[config.mk]
export PLATFORM = sky130hd
export DESIGN_NAME = card_mgmt_regs
export DESIGN_NICKNAME = d
export VERILOG_FILES = /design/src/rtl/cmr_pkg.sv /design/src/rtl/cmr_ctrl_regs.sv /design/src/rtl/cmr_array_gate.sv /design/src/rtl/cmr_status_mux.sv /design/src/rtl/card_mgmt_regs.sv
export SDC_FILE = /design/constraint.sdc
export NUM_CORES = 1
export LEC_CHECK = 0
export BUFFER_PORTS_ARGS = -buffer_cell sky130_fd_sc_hd__buf_2
export CAP_MARGIN = 5
export CORE_UTILIZATION = 25
export DETAILED_ROUTE_END_ITERATION = 10
export SLEW_MARGIN = 20
export SYNTH_ARGS = -nofsm -noshare
export SYNTH_HDL_FRONTEND = slang
export SYNTH_SLANG_ARGS = --single-unit
export TNS_END_PERCENT = 30
[constraint.sdc]
create_clock -name clk -period 1.7 [get_ports clk]
set_input_delay 0 -clock clk [delete_from_list [all_inputs] [get_ports clk]]
set_output_delay 0 -clock clk [all_outputs]
set_load 0.05 [all_outputs]
[src/rtl/cmr_pkg.sv]
package cmr_pkg;

    localparam int ATTR_AW   = 15;
    localparam int MAX_PAIRS = 8;

    localparam logic [ATTR_AW-1:0] OFS_CFG    = 15'h4000;
    localparam logic [ATTR_AW-1:0] OFS_PWR    = 15'h4002;
    localparam logic [ATTR_AW-1:0] OFS_STATUS = 15'h4100;
    localparam logic [ATTR_AW-1:0] OFS_PROT   = 15'h4104;
    localparam logic [ATTR_AW-1:0] OFS_SLEEP  = 15'h4108;
    localparam logic [ATTR_AW-1:0] OFS_MASK   = 15'h410C;

    // bit positions that software decodes
    localparam int BIT_SRST     = 7;
    localparam int BIT_PDN      = 2;
    localparam int BIT_PROT_CIS = 0;
    localparam int BIT_PROT_CM  = 1;

    typedef struct packed {
        logic                 srst;
        logic                 pdn;
        logic                 prot_cis;
        logic                 prot_cm;
        logic [MAX_PAIRS-1:0] sleep;
        logic [MAX_PAIRS-1:0] mask;
    } cmr_regs_t;

    localparam cmr_regs_t CMR_DEFAULT = '0;

endpackage

[src/rtl/cmr_ctrl_regs.sv]
module cmr_ctrl_regs
    import cmr_pkg::*;
#(
    parameter int NUM_PAIRS = 4
) (
    input  logic               clk,
    input  logic               rst_n,
    input  logic               reg_wr,
    input  logic [ATTR_AW-1:0] reg_addr,
    input  logic [7:0]         reg_wdata,
    output cmr_regs_t          regs
);

    localparam logic [MAX_PAIRS-1:0] PAIR_MASK = MAX_PAIRS'((1 << NUM_PAIRS) - 1);

    cmr_regs_t st_d, st_q;

    always_comb begin
        st_d = st_q;
        if (reg_wr) begin
            if (reg_addr == OFS_CFG) begin
                st_d.srst = reg_wdata[BIT_SRST];
                if (reg_wdata[BIT_SRST]) begin
                    st_d          = CMR_DEFAULT;
                    st_d.srst     = 1'b1;
                end
            end else if (!st_q.srst) begin
                case (reg_addr)
                    OFS_PWR:   st_d.pdn = reg_wdata[BIT_PDN];
                    OFS_PROT: begin
                        st_d.prot_cis = reg_wdata[BIT_PROT_CIS];
                        st_d.prot_cm  = reg_wdata[BIT_PROT_CM];
                    end
                    OFS_SLEEP: st_d.sleep = reg_wdata & PAIR_MASK;
                    OFS_MASK:  st_d.mask  = reg_wdata & PAIR_MASK;
                    default: ;
                endcase
            end
        end
    end

    always_ff @(posedge clk or negedge rst_n) begin
        if (!rst_n) st_q <= CMR_DEFAULT;
        else        st_q <= st_d;
    end

    assign regs = st_q;


    srst_clears_chk: assert property (@(posedge clk) disable iff (!rst_n)
        (reg_wr && reg_addr == OFS_CFG && reg_wdata[BIT_SRST]) |=>
        (st_q.srst && !st_q.pdn && !st_q.prot_cis && !st_q.prot_cm &&
         st_q.sleep == '0 && st_q.mask == '0));


    srst_blocks_chk: assert property (@(posedge clk) disable iff (!rst_n)
        (st_q.srst && reg_wr && reg_addr != OFS_CFG) |=>
        ($stable(st_q.prot_cis) && $stable(st_q.prot_cm) && $stable(st_q.sleep)));


    pdn_keeps_sleep_chk: assert property (@(posedge clk) disable iff (!rst_n)
        (reg_wr && reg_addr == OFS_PWR) |=> $stable(st_q.sleep));


    sleep_width_chk: assert property (@(posedge clk) disable iff (!rst_n)
        ((st_q.sleep & ~PAIR_MASK) == '0 && (st_q.mask & ~PAIR_MASK) == '0));

endmodule

[src/rtl/cmr_array_gate.sv]
module cmr_array_gate #(
    parameter int NUM_PAIRS  = 4,
    parameter int PAIR_IDX_W = 2
) (
    input  logic                  clk,
    input  logic                  rst_n,
    input  logic                  srst,
    input  logic                  pdn,
    input  logic                  prot_cis,
    input  logic                  prot_cm,
    input  logic [NUM_PAIRS-1:0]  sleep,
    input  logic [NUM_PAIRS-1:0]  mask,
    input  logic [NUM_PAIRS-1:0]  pair_ready,
    input  logic                  wp_switch,
    input  logic                  arr_wr_req,
    input  logic [PAIR_IDX_W-1:0] arr_pair,
    input  logic                  arr_first_blk,
    output logic [NUM_PAIRS-1:0]  pair_en,
    output logic                  card_ready,
    output logic                  arr_wr_ok
);

    logic [NUM_PAIRS-1:0] pair_ok;
    logic                 region_prot;
    logic                 tgt_awake;

    for (genvar i = 0; i < NUM_PAIRS; i++) begin : g_pair
        assign pair_en[i] = !srst && !pdn && !sleep[i];
        assign pair_ok[i] = pair_ready[i] || mask[i];
    end

    assign card_ready  = &pair_ok;
    assign region_prot = arr_first_blk ? prot_cis : prot_cm;
    assign tgt_awake   = (int'(arr_pair) < NUM_PAIRS) ? pair_en[arr_pair] : 1'b0;
    assign arr_wr_ok   = arr_wr_req && !wp_switch && tgt_awake && !region_prot;


    grant_needs_switch_low_chk: assert property (@(posedge clk) disable iff (!rst_n)
        arr_wr_ok |-> (!wp_switch && !srst && !pdn));


    all_masked_ready_chk: assert property (@(posedge clk) disable iff (!rst_n)
        (&mask) |-> card_ready);


    srst_disables_chk: assert property (@(posedge clk) disable iff (!rst_n)
        srst |-> (pair_en == '0 && !arr_wr_ok));

endmodule

[src/rtl/cmr_status_mux.sv]
module cmr_status_mux
    import cmr_pkg::*;
#(
    parameter int NUM_PAIRS = 4
) (
    input  logic               clk,
    input  logic               rst_n,
    input  cmr_regs_t          regs,
    input  logic               card_ready,
    input  logic               wp_switch,
    input  logic               reg_rd,
    input  logic [ATTR_AW-1:0] reg_addr,
    output logic [7:0]         reg_rdata
);

    logic [7:0] status_byte;
    logic       all_asleep;
    logic [7:0] rd_mux;

    assign all_asleep = &regs.sleep[NUM_PAIRS-1:0];

    always_comb begin
        status_byte    = '0;
        status_byte[0] = card_ready;
        status_byte[1] = wp_switch;
        status_byte[2] = regs.prot_cis;
        status_byte[3] = regs.pdn || all_asleep;
        status_byte[4] = regs.prot_cm;
        status_byte[5] = regs.srst;
        status_byte[6] = |regs.sleep;
        status_byte[7] = |regs.mask;
    end

    always_comb begin
        rd_mux = '0;
        case (reg_addr)
            OFS_CFG:    rd_mux[BIT_SRST] = regs.srst;
            OFS_PWR:    rd_mux[BIT_PDN]  = regs.pdn;
            OFS_STATUS: rd_mux = status_byte;
            OFS_PROT: begin
                rd_mux[BIT_PROT_CIS] = regs.prot_cis;
                rd_mux[BIT_PROT_CM]  = regs.prot_cm;
            end
            OFS_SLEEP:  rd_mux = 8'(regs.sleep);
            OFS_MASK:   rd_mux = 8'(regs.mask);
            default:    rd_mux = '0;
        endcase
    end

    assign reg_rdata = reg_rd ? rd_mux : 8'h00;


    asleep_flag_chk: assert property (@(posedge clk) disable iff (!rst_n)
        (reg_rd && reg_addr == OFS_STATUS && regs.sleep[NUM_PAIRS-1:0] == '1) |-> reg_rdata[3]);


    idle_zero_chk: assert property (@(posedge clk) disable iff (!rst_n)
        !reg_rd |-> (reg_rdata == 8'h00));

endmodule

[src/rtl/card_mgmt_regs.sv]
module card_mgmt_regs
    import cmr_pkg::*;
#(
    parameter int NUM_PAIRS  = 4,
    parameter int PAIR_IDX_W = (NUM_PAIRS > 1) ? $clog2(NUM_PAIRS) : 1
) (
    input  logic                  clk,
    input  logic                  rst_n,
    input  logic                  reg_wr,
    input  logic                  reg_rd,
    input  logic [ATTR_AW-1:0]    reg_addr,
    input  logic [7:0]            reg_wdata,
    output logic [7:0]            reg_rdata,
    input  logic                  wp_switch,
    input  logic [NUM_PAIRS-1:0]  pair_ready,
    input  logic                  arr_wr_req,
    input  logic [PAIR_IDX_W-1:0] arr_pair,
    input  logic                  arr_first_blk,
    output logic                  arr_wr_ok,
    output logic [NUM_PAIRS-1:0]  pair_en,
    output logic                  card_ready
);

    cmr_regs_t regs;

    cmr_ctrl_regs #(.NUM_PAIRS(NUM_PAIRS)) u_regs (
        .clk       (clk),
        .rst_n     (rst_n),
        .reg_wr    (reg_wr),
        .reg_addr  (reg_addr),
        .reg_wdata (reg_wdata),
        .regs      (regs)
    );

    cmr_array_gate #(.NUM_PAIRS(NUM_PAIRS), .PAIR_IDX_W(PAIR_IDX_W)) u_gate (
        .clk           (clk),
        .rst_n         (rst_n),
        .srst          (regs.srst),
        .pdn           (regs.pdn),
        .prot_cis      (regs.prot_cis),
        .prot_cm       (regs.prot_cm),
        .sleep         (regs.sleep[NUM_PAIRS-1:0]),
        .mask          (regs.mask[NUM_PAIRS-1:0]),
        .pair_ready    (pair_ready),
        .wp_switch     (wp_switch),
        .arr_wr_req    (arr_wr_req),
        .arr_pair      (arr_pair),
        .arr_first_blk (arr_first_blk),
        .pair_en       (pair_en),
        .card_ready    (card_ready),
        .arr_wr_ok     (arr_wr_ok)
    );

    cmr_status_mux #(.NUM_PAIRS(NUM_PAIRS)) u_status (
        .clk        (clk),
        .rst_n      (rst_n),
        .regs       (regs),
        .card_ready (card_ready),
        .wp_switch  (wp_switch),
        .reg_rd     (reg_rd),
        .reg_addr   (reg_addr),
        .reg_rdata  (reg_rdata)
    );


    switch_no_reg_block_chk: assert property (@(posedge clk) disable iff (!rst_n)
        (wp_switch && reg_wr && reg_addr == OFS_MASK && !regs.srst) |=>
        (regs.mask == MAX_PAIRS'($past(reg_wdata) & ((1 << NUM_PAIRS) - 1))));

endmodule

==> PnR_summary.wiki <==
{| class="wikitable"
! Metric !! Value
|-
| Final HPWL from detailed placement || 2570 um
|-
| Floorplan Core Area || 3800 um2
|-
| Clk sink count || 12
|-
| Worst voltage drop across the vdd grid || 0.289 mV
|-
| Final number of max-transition violations || 0
|-
| Fmax || 590 MHz
|-
| Std-Cell Rows || 22
|-
| DRC violations left || 0
|-
| Avg Synthesized Cell Area || 9.11 um2
|-
| # setup viols final || 0
|-
| Net Count, Synth || 149
|-
| Routed via count divided by cell count || 5.29
|-
| Final setup skew || 0.00258 ns
|-
| Sort of element at the start of the critical path || flop
|-
| Reg-to-reg setup timing slack || 0.15 ns
|-
| Area delta synth->final || 47.4%
|-
| Top FF cell, synth || sky130_fd_sc_hd__dfrtp_1
|-
| Max Root-Sink Buffers || 2
|-
| Cts bufs inserted || 3
|-
| Classification of the worst setup path || reg -> out
|-
| Number of enable-type register cells in the synthesized netlist || 0
|-
| Unrepaired setup endpoints after global routing || yes
|-
| Slew at the pin closest to its max-slew limit || 0.374 ns
|-
| Syn. warnings || 0
|-
| Sequential cell area || 302 um2
|-
| Buffer and inverter count on the worst path || 1
|-
| Diode insertion count for antenna repair || 0
|-
| Period minus WS final || 1.69 ns
|-
| Via count of the first global-routing pass || 1078
|-
| H-tree depth || 1
|-
| P per Cell Area || 484 nW/um2
|-
| GRT Total Usage || 15.4%
|-
| Number of detailed-routing iterations run before antenna repair || 4
|-
| Die Ht || 66.2 um
|-
| Top Ports || 50
|-
| Die X-Extent || 66.2 um
|-
| Area contributors post-synth || sky130_fd_sc_hd__dfrtp_1, sky130_fd_sc_hd__mux2i_1, sky130_fd_sc_hd__o21ai_0
|-
| Max cap viols || 0
|-
| Count of placed standard cells in the final layout, fillers left out || 222
|-
| Crit path capture type || output port
|-
| Starting utilization of the core area || 27.1%
|-
| Number of antenna violations at the first check in global routing || 0
|-
| Total Die Area || 4380 um2
|-
| Arrival time of the worst setup path || 1.69 ns
|-
| Dominant delay contributor by cell family on the critical path || multiplexers
|-
| Fraction of layout cells with a size suffix above 1 || 46.6%
|-
| Multi-input gate area || 713 um2
|-
| Sequential element share of the synthesized area || 29.2%
|-
| Post-synthesis instance area || 1030 um2
|-
| Synth area leader || sky130_fd_sc_hd__dfrtp_1
|-
| Register bit total from synthesis || 12
|-
| Number of endpoints with negative hold slack in the final report || 0
|-
| TritonCTS clock tree || done
|-
| Instance count after placement with tap cells included || 215
|-
| Layout net count || 211
|-
| Cells traversed along the worst timing path || mux4_2 > a2111oi_4 > buf_6
|-
| First-iteration detailed-routing DRC count || 38
|-
| Clock root cell || sky130_fd_sc_hd__clkbuf_8
|-
| Clock latency on the worst-skew pair || 0.24 ns
|-
| First-pass GRT wire length || 5060 um
|-
| Critical path's slowest cell || sky130_fd_sc_hd__mux4_2
|-
| Final Wtd Congestion || 0.774
|-
| Outcome || completed
|-
| Max FFs per register || 12
|-
| Worst hold path type || in -> reg
|-
| CP max stage delay || 0.49 ns
|-
| Number of nets with antenna violations after routing || 0
|-
| Filler Cells Inserted || 391
|-
| Post-synth ARST share || 100%
|-
| Share of the clock period used by the worst path || 99.7%
|-
| Maximum fanout encountered on the critical timing path || 2
|-
| Gate count of the mapped netlist || 113
|-
| Area share of the leading cell type in the synthesized netlist || 29.2%
|-
| Routed WL per cell || 14.4 um
|-
| Post-CTS clock slew at the launch and capture registers of the worst setup and hold paths || 0.05 ns
|-
| Pin count of the biggest net entering global routing || 13
|-
| Count of cell types in the netlist || 38
|-
| Number of buffer cells added on primary ports || 46
|-
| Tightest hold margin || 0.0180 ns
|-
| Gr ovfl total || 0
|-
| Slew HR || 74.9%
|-
| Total number of vias || 1174
|-
| Detailed Route WL || 3190 um
|-
| Post-synth top cells || sky130_fd_sc_hd__dfrtp_1, sky130_fd_sc_hd__o21ai_0, sky130_fd_sc_hd__mux2i_1
|-
| Required @ worst endpoint || 1.70 ns
|-
| Pleak || 0.726 nW
|}
==> tightest hold or removal path, cell delays in order <==
cell and delay, ns:
sky130_fd_sc_hd__buf_2 0.09, sky130_fd_sc_hd__inv_1 0.06, sky130_fd_sc_hd__mux2i_1 0.06
==> per-layer routing <==
metal	track usage (%)	wire length (um)	vias to the layer above
met5	0	0	-
li1	-	-	574
met3	3.79	192	5
met2	25.1	1530	35
met4	3.99	33	0
met1	20.0	1430	560
==> final timing paths <==
kind	startpoint	end	cells after the start
min in group asynchronous	rst_n	u_regs.regs[2]	2
worst min register to register	u_regs.regs[2]	u_regs.regs[2]	2
worst min-delay path	reg_wdata[3]	u_regs.regs[3]	3
max in group asynchronous	rst_n	u_regs.regs[10]	2
worst max register to register	u_regs.regs[19]	u_regs.regs[0]	4
worst max-delay path	u_regs.regs[8]	arr_wr_ok	3
==> logic make-up (layout without fill, tap and decap cells) <==
group	count (synthesis)	count (layout)	share of synthesized area, %
AO/OA/AOI/OAI	26	26	17.0
buffers and inverters	11	72	4.37
flip-flops	12	12	29.2
multiplexers	13	13	15.2
AND/OR/NAND/NOR	51	51	34.3
==> power by group <==
group          switching, W  total [W]  internal (W)
combinational     0.0000723   0.000136     0.0000634
sequential      0.000000144   0.000286      0.000286
clock              0.000108   0.000313      0.000205
total              0.000181   0.000735      0.000554
==> metrics by stage <==
stage / power, W / setup WS (ns) / util, % / setup TNS (ns) / area, um2
floorplan: 0.000344 / -0.263 / - / -0.654 / 1050
global placement: 0.000419 / 0.0212 / 37.5 / 0 / 1420
detailed placement: 0.000424 / -0.0236 / 37.5 / -0.0236 / 1420
CTS: 0.000744 / -0.00364 / 39.9 / -0.00364 / 1520
global route: 0.000773 / -0.0495 / 40.0 / -0.0659 / 1520
finish: 0.000735 / 0.00509 / 40.0 / 0 / 1520
==> area by class of cell <==
type,count,share of cell area (%)
multi-input combinational,90,47.0
timing repair buffer,63,24.3
sequential,12,19.9
tap,48,3.96
clock buffer,4,3.63
inverter,5,1.24
==> cell usage in the layout, fill, tap and decap left out, drive strengths merged, types with 5 or more instances in the layout <==
| cell type | count |
|---|---|
| buf | 61 |
| o21ai | 12 |
| dfrtp | 12 |
| mux2i | 10 |
| nor3 | 6 |
| nand3 | 6 |
| nor4 | 6 |
| and3 | 5 |
| inv | 5 |
| clkbuf | 5 |
==> what timing repair did <==
action,in CTS,in global routing
resized for setup,4,1
buffers inserted,2,0
hold buffers,1,0
pin swaps,1,0
endpoints found under the setup margin,1,3
hold endpoints to repair,12,0
Note: power is estimated with default switching activity, not from simulation.
